**src/rtl/uirq_pkg.sv**
```systemverilog
// Shared types for the serial interrupt identification unit.
package uirq_pkg;
    // Cause codes reported in status bits 3:1
    typedef enum logic [2:0] {
        CAUSE_MDM  = 3'd0,
        CAUSE_TXS  = 3'd1,
        CAUSE_RXD  = 3'd2,
        CAUSE_LINE = 3'd3,
        CAUSE_CTO  = 3'd6
    } cause_e;

    // Enable bit positions in ien_i
    localparam int EN_RX   = 0;
    localparam int EN_TX   = 1;
    localparam int EN_LINE = 2;
    localparam int EN_MDM  = 3;

    // Modem control bit positions in mctl_i
    localparam int MC_DTR  = 0;
    localparam int MC_RTS  = 1;
    localparam int MC_OUT1 = 2;
    localparam int MC_OUT2 = 3;
    localparam int MC_LOOP = 4;

    // Number of sticky line error flags
    localparam int LINE_ERRS = 5;

    // Modem line set, cts in bit 0 up to dcd in bit 3
    typedef struct packed {
        logic dcd;
        logic ri;
        logic dsr;
        logic cts;
    } mdm_t;
endpackage

```
**src/rtl/uirq_sticky.sv**
```systemverilog
// Sticky flag bank: each bit is set by its pulse and cleared by clr.
// Assumes clr is a single-cycle strobe; a set in the clearing cycle wins.
module uirq_sticky #(
    parameter int W = 1
) (
    input  logic         clk,
    input  logic         rst_n,
    input  logic [W-1:0] set,
    input  logic         clr,
    output logic [W-1:0] flags
);
    // Hold flags until cleared, new events take precedence
    always_ff @(posedge clk) begin
        if (!rst_n) flags <= '0;
        else        flags <= (flags & ~{W{clr}}) | set;
    end
endmodule

```
**src/rtl/uirq_mdm_sense.sv**
```systemverilog
// Modem input sensing: multi-stage synchroniser, edge detection and
// sticky delta capture. Assumes raw inputs are asynchronous levels.
// RI reports only its trailing (1 to 0) edge.
module uirq_mdm_sense import uirq_pkg::*; #(
    parameter int SYNC_STAGES = 2
) (
    input  logic clk,
    input  logic rst_n,
    input  mdm_t raw,
    input  logic clr,
    output mdm_t lvl,
    output mdm_t delta
);
    localparam int LAST = SYNC_STAGES - 1;

    logic [3:0] stage [SYNC_STAGES];
    mdm_t prev;
    mdm_t chg;

    // First synchroniser stage captures the asynchronous inputs
    always_ff @(posedge clk) begin
        if (!rst_n) stage[0] <= '0;
        else        stage[0] <= raw;
    end

    for (genvar g = 1; g < SYNC_STAGES; g++) begin : g_sync
        // Further synchroniser stages
        always_ff @(posedge clk) begin
            if (!rst_n) stage[g] <= '0;
            else        stage[g] <= stage[g-1];
        end
    end

    assign lvl = stage[LAST];

    // Remember last synchronised value for edge detection
    always_ff @(posedge clk) begin
        if (!rst_n) prev <= '0;
        else        prev <= lvl;
    end

    // Change detection, RI on falling edge only
    always_comb begin
        chg     = lvl ^ prev;
        chg.ri  = prev.ri & ~lvl.ri;
    end

    uirq_sticky #(.W(4)) u_delta (
        .clk   (clk),
        .rst_n (rst_n),
        .set   (chg),
        .clr   (clr),
        .flags (delta)
    );
endmodule

```
**src/rtl/uirq_prio.sv**
```systemverilog
// Priority encoder for interrupt causes after enable masking.
// Order: line, receive data, timeout, transmit space, modem.
module uirq_prio import uirq_pkg::*; (
    input  logic [3:0] ien,
    input  logic       line_any,
    input  logic       rx_trig,
    input  logic       cto,
    input  logic       tx_space,
    input  logic       mdm_any,
    output logic       pend,
    output cause_e     cause
);
    // Pick the highest enabled active cause
    always_comb begin
        pend  = 1'b1;
        cause = CAUSE_MDM;
        if (ien[EN_LINE] && line_any)      cause = CAUSE_LINE;
        else if (ien[EN_RX] && rx_trig)    cause = CAUSE_RXD;
        else if (ien[EN_RX] && cto)        cause = CAUSE_CTO;
        else if (ien[EN_TX] && tx_space)   cause = CAUSE_TXS;
        else if (ien[EN_MDM] && mdm_any)   cause = CAUSE_MDM;
        else                               pend  = 1'b0;
    end
endmodule

```
**src/rtl/uirq_ident.sv**
```systemverilog
// Interrupt identification unit top. Packs a registered status word with
// active-low pending flag, cause code, modem and line status bytes.
// Clears sticky flags on a status read only for the cause being shown.
// Assumes stat_rd_i is high for one cycle per host read.
module uirq_ident import uirq_pkg::*; #(
    parameter int SYNC_STAGES = 2
) (
    input  logic        clk,
    input  logic        rst_n,
    input  logic [3:0]  ien_i,
    input  logic [4:0]  mctl_i,
    input  logic        cts_i,
    input  logic        dsr_i,
    input  logic        ri_i,
    input  logic        dcd_i,
    input  logic        rx_ready_i,
    input  logic        rx_trig_i,
    input  logic        rx_timeout_i,
    input  logic        ovr_err_i,
    input  logic        par_err_i,
    input  logic        frm_err_i,
    input  logic        brk_i,
    input  logic        fifo_err_i,
    input  logic        thr_empty_i,
    input  logic        tx_idle_i,
    input  logic        tx_space_i,
    input  logic        stat_rd_i,
    output logic [31:0] status_o,
    output logic        dtr_o,
    output logic        rts_o,
    output logic        out1_o,
    output logic        out2_o
);
    logic                 loop;
    mdm_t                 mdm_raw, mdm_lvl, mdm_dlt;
    logic [LINE_ERRS-1:0] err_set, err_q;
    logic                 cto_q;
    logic                 pend;
    cause_e               cause;
    logic [31:0]          status_q;
    logic [2:0]           shown;
    logic                 rd_hit, clr_mdm, clr_line, clr_cto;
    logic [7:0]           msr, lsr;

    assign loop = mctl_i[MC_LOOP];

    // Modem control outputs, silenced in loopback
    assign dtr_o  = mctl_i[MC_DTR]  & ~loop;
    assign rts_o  = mctl_i[MC_RTS]  & ~loop;
    assign out1_o = mctl_i[MC_OUT1] & ~loop;
    assign out2_o = mctl_i[MC_OUT2] & ~loop;

    // Select modem source: pins or internal loopback
    always_comb begin
        if (loop) begin
            mdm_raw.cts = mctl_i[MC_RTS];
            mdm_raw.dsr = mctl_i[MC_DTR];
            mdm_raw.ri  = mctl_i[MC_OUT1];
            mdm_raw.dcd = mctl_i[MC_OUT2];
        end else begin
            mdm_raw.cts = cts_i;
            mdm_raw.dsr = dsr_i;
            mdm_raw.ri  = ri_i;
            mdm_raw.dcd = dcd_i;
        end
    end

    // Read-clear decode against the cause currently shown
    assign shown    = status_q[3:1];
    assign rd_hit   = stat_rd_i & ~status_q[0];
    assign clr_mdm  = rd_hit && (shown == CAUSE_MDM);
    assign clr_line = rd_hit && (shown == CAUSE_LINE);
    assign clr_cto  = rd_hit && ((shown == CAUSE_RXD) || (shown == CAUSE_CTO));

    uirq_mdm_sense #(.SYNC_STAGES(SYNC_STAGES)) u_mdm (
        .clk   (clk),
        .rst_n (rst_n),
        .raw   (mdm_raw),
        .clr   (clr_mdm),
        .lvl   (mdm_lvl),
        .delta (mdm_dlt)
    );

    assign err_set = {fifo_err_i, brk_i, frm_err_i, par_err_i, ovr_err_i};

    uirq_sticky #(.W(LINE_ERRS)) u_line (
        .clk   (clk),
        .rst_n (rst_n),
        .set   (err_set),
        .clr   (clr_line),
        .flags (err_q)
    );

    uirq_sticky #(.W(1)) u_cto (
        .clk   (clk),
        .rst_n (rst_n),
        .set   (rx_timeout_i),
        .clr   (clr_cto),
        .flags (cto_q)
    );

    uirq_prio u_prio (
        .ien      (ien_i),
        .line_any (|err_q),
        .rx_trig  (rx_trig_i),
        .cto      (cto_q),
        .tx_space (tx_space_i),
        .mdm_any  (|mdm_dlt),
        .pend     (pend),
        .cause    (cause)
    );

    // Assemble status bytes
    assign msr = {mdm_lvl, mdm_dlt};
    assign lsr = {err_q[4], tx_idle_i, thr_empty_i, err_q[3:0], rx_ready_i};

    // Register the status word
    always_ff @(posedge clk) begin
        if (!rst_n) status_q <= 32'h0000_0001;
        else        status_q <= {8'h00, lsr, msr, 4'h0, cause, ~pend};
    end

    assign status_o = status_q;
endmodule

```
**config.mk**
```make
export PLATFORM = sky130hd
export DESIGN_NAME = uirq_ident
export DESIGN_NICKNAME = d
export VERILOG_FILES = /design/src/rtl/uirq_pkg.sv /design/src/rtl/uirq_sticky.sv /design/src/rtl/uirq_mdm_sense.sv /design/src/rtl/uirq_prio.sv /design/src/rtl/uirq_ident.sv
export SDC_FILE = /design/constraint.sdc
export NUM_CORES = 1
export LEC_CHECK = 0
export ABC_AREA = 1
export BUFFER_PORTS_ARGS = -buffer_cell sky130_fd_sc_hd__buf_2
export CORE_AREA = 2 2 71 73
export CTS_CLUSTER_DIAMETER = 80
export DETAILED_ROUTE_END_ITERATION = 10
export DIE_AREA = 0 0 73 75
export PLACE_DENSITY_LB_ADDON = 0.08
export SYNTH_ARGS = -nofsm -noshare
export SYNTH_HDL_FRONTEND = slang
export SYNTH_SLANG_ARGS = --single-unit
```
**constraint.sdc**
```tcl
create_clock -name clk -period 1.5 [get_ports clk]
set_input_delay 0.3 -clock clk [delete_from_list [all_inputs] [get_ports clk]]
set_output_delay 0.3 -clock clk [all_outputs]
set_load 0.005 [all_outputs]
```
* Yosys cells after proc, flatten, opt, wreduce, memory -nomap -nowiden
Memory sizes are Yosys's and may differ from the RTL's.
Cells that the tools add are included.
** Cells by class
- Eq/ne operators :: 3
- Mux-type cells :: 14
- Bitwise operators :: 23
- Reductions and logical operators :: 13
** Operators with widths (number)
- two-way mux 4 bit :: 3
- logical AND 1 bit :: 8
- two-way mux 1 bit :: 8
- bitwise AND 1 bit :: 7
- equality test 3 x 2 -> 1 bit (second input constant) :: 2
- inverter 1 bit :: 6
- bitwise AND 5 bit :: 1
- inverter 5 bit :: 1
- OR 5 bit :: 1
- OR reduction 5 bit :: 1
- bitwise AND 4 bit :: 1
- two-way mux 2 bit :: 2
- inverter 4 bit :: 1
- OR 4 bit :: 1
- OR reduction 4 bit :: 1
- XOR 4 bit :: 1
- equality test 3 bit (second input constant) :: 1
- zero test 3 bit :: 1
- two-way mux 3 bit :: 1
- OR 1 bit :: 3
- OR reduction 3 bit :: 1
- logical OR 1 bit :: 1
** Word-level totals
- Register bits :: 46
- Bits in writable memories :: 8
- Output and inout port bits :: 36
- Logic and storage cells :: 64
- Memories :: 1
** Memories
- u_mdm.stage :: words 2, bits a word 4, read ports 2, clocked after memory_dff 0, wr ports 2, RTL line uirq_mdm_sense.sv:16 : logic [3:0] stage [SYNC_STAGES];

* Depth between registers and ports, before layout
- Word-level depth :: 8
- Mapped depth :: 5

* By module
Synthesis repeated with hierarchy kept, for this count alone.
** Second synthesis, totals
- Cell total of the unflattened synthesis :: 224
- Area, all modules :: 1642.8 µm²
** By module, submodules not included
- uirq_ident :: instances 1, cells an instance 108, area an instance 808.3 µm²
- uirq_mdm_sense :: instances 1, cells an instance 54, area an instance 407.9 µm²
- uirq_sticky at u_line :: instances 1, cells an instance 22, area an instance 170.2 µm²
- uirq_sticky at u_mdm.u_delta :: instances 1, cells an instance 18, area an instance 137.6 µm²
- uirq_prio :: instances 1, cells an instance 16, area an instance 75.1 µm²
- uirq_sticky at u_cto :: instances 1, cells an instance 6, area an instance 43.8 µm²

* Worst setup path after synthesis
No wires, ideal clock.
- Path type :: in2out
- Start point :: in mctl_i[4]
- End point :: out dtr_o
- Arrival time :: 0.568 ns
- Data required time :: 1.200 ns
- Slack :: 0.632 ns
- Cell stages on the path :: 2
- Buffers on the path :: 1
- Cell sequence :: buf_2 > nor2_1
** Between the ends
- Cells in the longest elaborated chain, start to end :: 2
** RTL lines
- start, declared :: RTL line uirq_ident.sv:11 : input logic [4:0] mctl_i,
- inverter 1 bit :: RTL line uirq_ident.sv:48 : assign dtr_o = mctl_i[MC_DTR] & ~loop;
- bitwise AND 1 bit :: RTL line uirq_ident.sv:48
- end, declared :: RTL line uirq_ident.sv:29 : output logic dtr_o,
No other way between the ends.

* Final worst setup path
- Start point :: reg status_q[2], in the netlist status_o[2]
- End point :: out status_o[2]
** RTL lines
- start, declared :: RTL line uirq_ident.sv:40 : logic [31:0] status_q;
- start signal, assigned :: RTL line uirq_ident.sv:120 : else status_q <= {8'h00, lsr, msr, 4'h0, cause, ~pend};
- end, declared :: RTL line uirq_ident.sv:28 : output logic [31:0] status_o,
No word-level cell between the ends.

==> impl_metrics.env <==
export IMPL_hold_buffers=0
export IMPL_cp_start_kind="register"
export IMPL_grt_pass1_vias=962
export IMPL_layout_filler_cells=525
export IMPL_clockRootBuffer="clkbuf_8"
export IMPL_finalSetupTns_ns=0
export IMPL_ant_nets=0
export IMPL_dr_total_vias=1072
export IMPL_grt_overflow=0
export IMPL_gp_congestion=0.707
export IMPL_hold_slack_ns=0.193
export IMPL_grt_pass1_wl_um=4220
export IMPL_fin_nets=248
export IMPL_synth_seq_cells=38
export IMPL_synthToLayoutAreaGrowth_pct=26.8
export IMPL_clock_sinks=38
export IMPL_ys_top_cells_by_area="dfxtp_1 56%, nand2_1 12%, buf_4 8.2%"
export IMPL_netlist_cell_type_count=17
export IMPL_rsz0062_at_grt="false"
export IMPL_hold_viol=0
export IMPL_clkTransAtPathRegs_ns=0.07
export IMPL_yosys_warnings=0
export IMPL_crit_fanout=4
export IMPL_drt_total_wl_um=2610
export IMPL_status="completed"
export IMPL_seq_area_frac_synth=0.557
export IMPL_numPortBuffers=50
export IMPL_clk_latency_ns=0.28
export IMPL_start_util=0.293
export IMPL_path_cells="buf_2"
export IMPL_num_rows=25
export IMPL_timing_final_crit_period_ns=1.11
export IMPL_yosysTopAreaCellShare=0.557
export IMPL_drt_iter0_markers=46
export IMPL_worstSetupPathType="register to output port"
export IMPL_cts_path_max_buffers=2
export IMPL_arrival_ns=0.81
export IMPL_cts_buffers=5
export IMPL_seq_area_um2=761
export IMPL_dr_pass1_iters=4
export IMPL_hold_class="input port to register"
export IMPL_period_share=0.738
export IMPL_post_route_drc_count=0
export IMPL_drive_above_1_share=0.279
export IMPL_multi_input_area_um2=419
export IMPL_cp_end_kind="output port"
export IMPL_netlist_instances=167
export IMPL_grt_start_max_net_pins=16
export IMPL_slew_violations=0
export IMPL_htree_levels=2
export IMPL_crit_required_ns=1.20
export IMPL_post_dp_hpwl_um=1960
export IMPL_utilization=0.371
export IMPL_syn_area_per_cell_um2=8.17
export IMPL_crit_path_top_delay_cell="dfxtp_1"
export IMPL_maxCapViolCount=0
export IMPL_wl_per_cell_um=9.44
export IMPL_num_antenna_cells=0
export IMPL_peakVddDrop_mv=0.287
export IMPL_yosys_area_top_type="dfxtp_1"
export IMPL_grt_total_usage=0.105
export IMPL_fmax_ghz=0.903
export IMPL_cellLeakagePower_nw=1.01
export IMPL_die_h_um=75
export IMPL_path_delay_family="flip-flops"
export IMPL_post_cts_buffers=0
export IMPL_die_x_um=73
export IMPL_cpPeakStageDelay_ns=0.38
export IMPL_setup_viol=0
export IMPL_p_per_area_nw_per_um2=1240
export IMPL_core_area_um2=4660
export IMPL_finClkSkew_ns=0.00605
export IMPL_antenna_found_initial=0
export IMPL_syn_area_um2=1370
export IMPL_cts_repair_resized=0
export IMPL_viasPerCell=3.88
export IMPL_cts_tree="done"
export IMPL_crit_buf_inv=1
export IMPL_ios=63
export IMPL_die_area_um2=5480
## final cells by class
type,count,share of cell area
clock inverters,3,0.0231
multi-input cells,95,0.242
inverters,29,0.0629
flip-flops and latches,38,0.440
repair buffers,52,0.153
clock buffers,5,0.0398
well taps,54,0.0390
## layer usage
metal,wire length [µm],track usage
met1,1220,0.124
met2,1170,0.161
met3,187,0.0402
met4,34,0.0617
met5,0,0
## state kept, by name (all words and copies together), names as in the netlist
| register | count |
|---|---|
| u_mdm.u_delta.flags | 4 |
| u_line.flags | 5 |
| status_o | 20 |
| u_cto.flags | 1 |
| u_mdm.stage | 8 |
## power breakdown
part	leakage, nW	internal (mW)	total [mW]	switching [mW]
Sequential	0.315	1.07	1.10	0.0281
Clock	0.0579	0.489	0.839	0.350
Combinational	0.640	0.0919	0.199	0.107
Total	1.01	1.66	2.14	0.485
## final timing paths
kind | startpoint | to | slack [ns] | cells after the start
worst max register to register | status_o[0] | u_mdm.u_delta.flags[2] | 0.53 | 3
worst min-delay path | tx_idle_i | status_o[22] | 0.19 | 3
worst min register to register | u_mdm.stage[0][2] | u_mdm.stage[1][2] | 0.41 | 2
worst max-delay path | status_o[2] | status_o[2] | 0.39 | 1
## worst min-delay path, stage by stage
cell and delay (ns):
buf_2 0.07, nand2_1 0.04, inv_1 0.04
## cells in the mapped netlist
master / count
a22o_1: 1
o21ai_0: 7
nand4_1: 1
o21ai_1: 1
nand3_1: 5
nor2_2: 1
nor2_1: 11
a21oi_1: 7
inv_1: 29
buf_4: 15
buf_2: 1
nand2_1: 44
dfxtp_1: 38
nor3b_2: 1
conb_1: 1
xnor2_1: 3
o21bai_1: 1
## cell families after synthesis
family / synth area share
compound gates: 0.0669
xor+xnor: 0.0193
buf+inv: 0.166
flops: 0.557
other cells: 0.00275
simple gates: 0.188
## layout by cell type, fill, tap and decap left out, drive strengths merged
cell type,Yosys,final
nand4,1,1
clkbuf,0,5
a21oi,7,7
inv,29,29
nand2,44,44
o21ai,8,8
o21bai,1,1
conb,1,12
nor2,12,12
nand3,5,5
xnor2,3,3
bufinv,0,1
a22o,1,1
nor3b,1,1
dfxtp,38,38
clkinv,0,2
buf,16,52
## through the flow
step / setup slack, ns / total power [mW] / area (µm²) / std cells
2_1_floorplan: 0.632 / 1.26 / 1410 / 178
3_3_place_gp: 0.427 / 1.33 / 1620 / 268
3_5_place_dp: 0.417 / 1.33 / 1620 / 268
4_1_cts: 0.380 / 2.18 / 1730 / 276
5_1_grt: 0.354 / 2.25 / 1730 / 276
6_report: 0.393 / 2.14 / 1730 / 276
No activity file was read; power rests on OpenSTA's default activity.
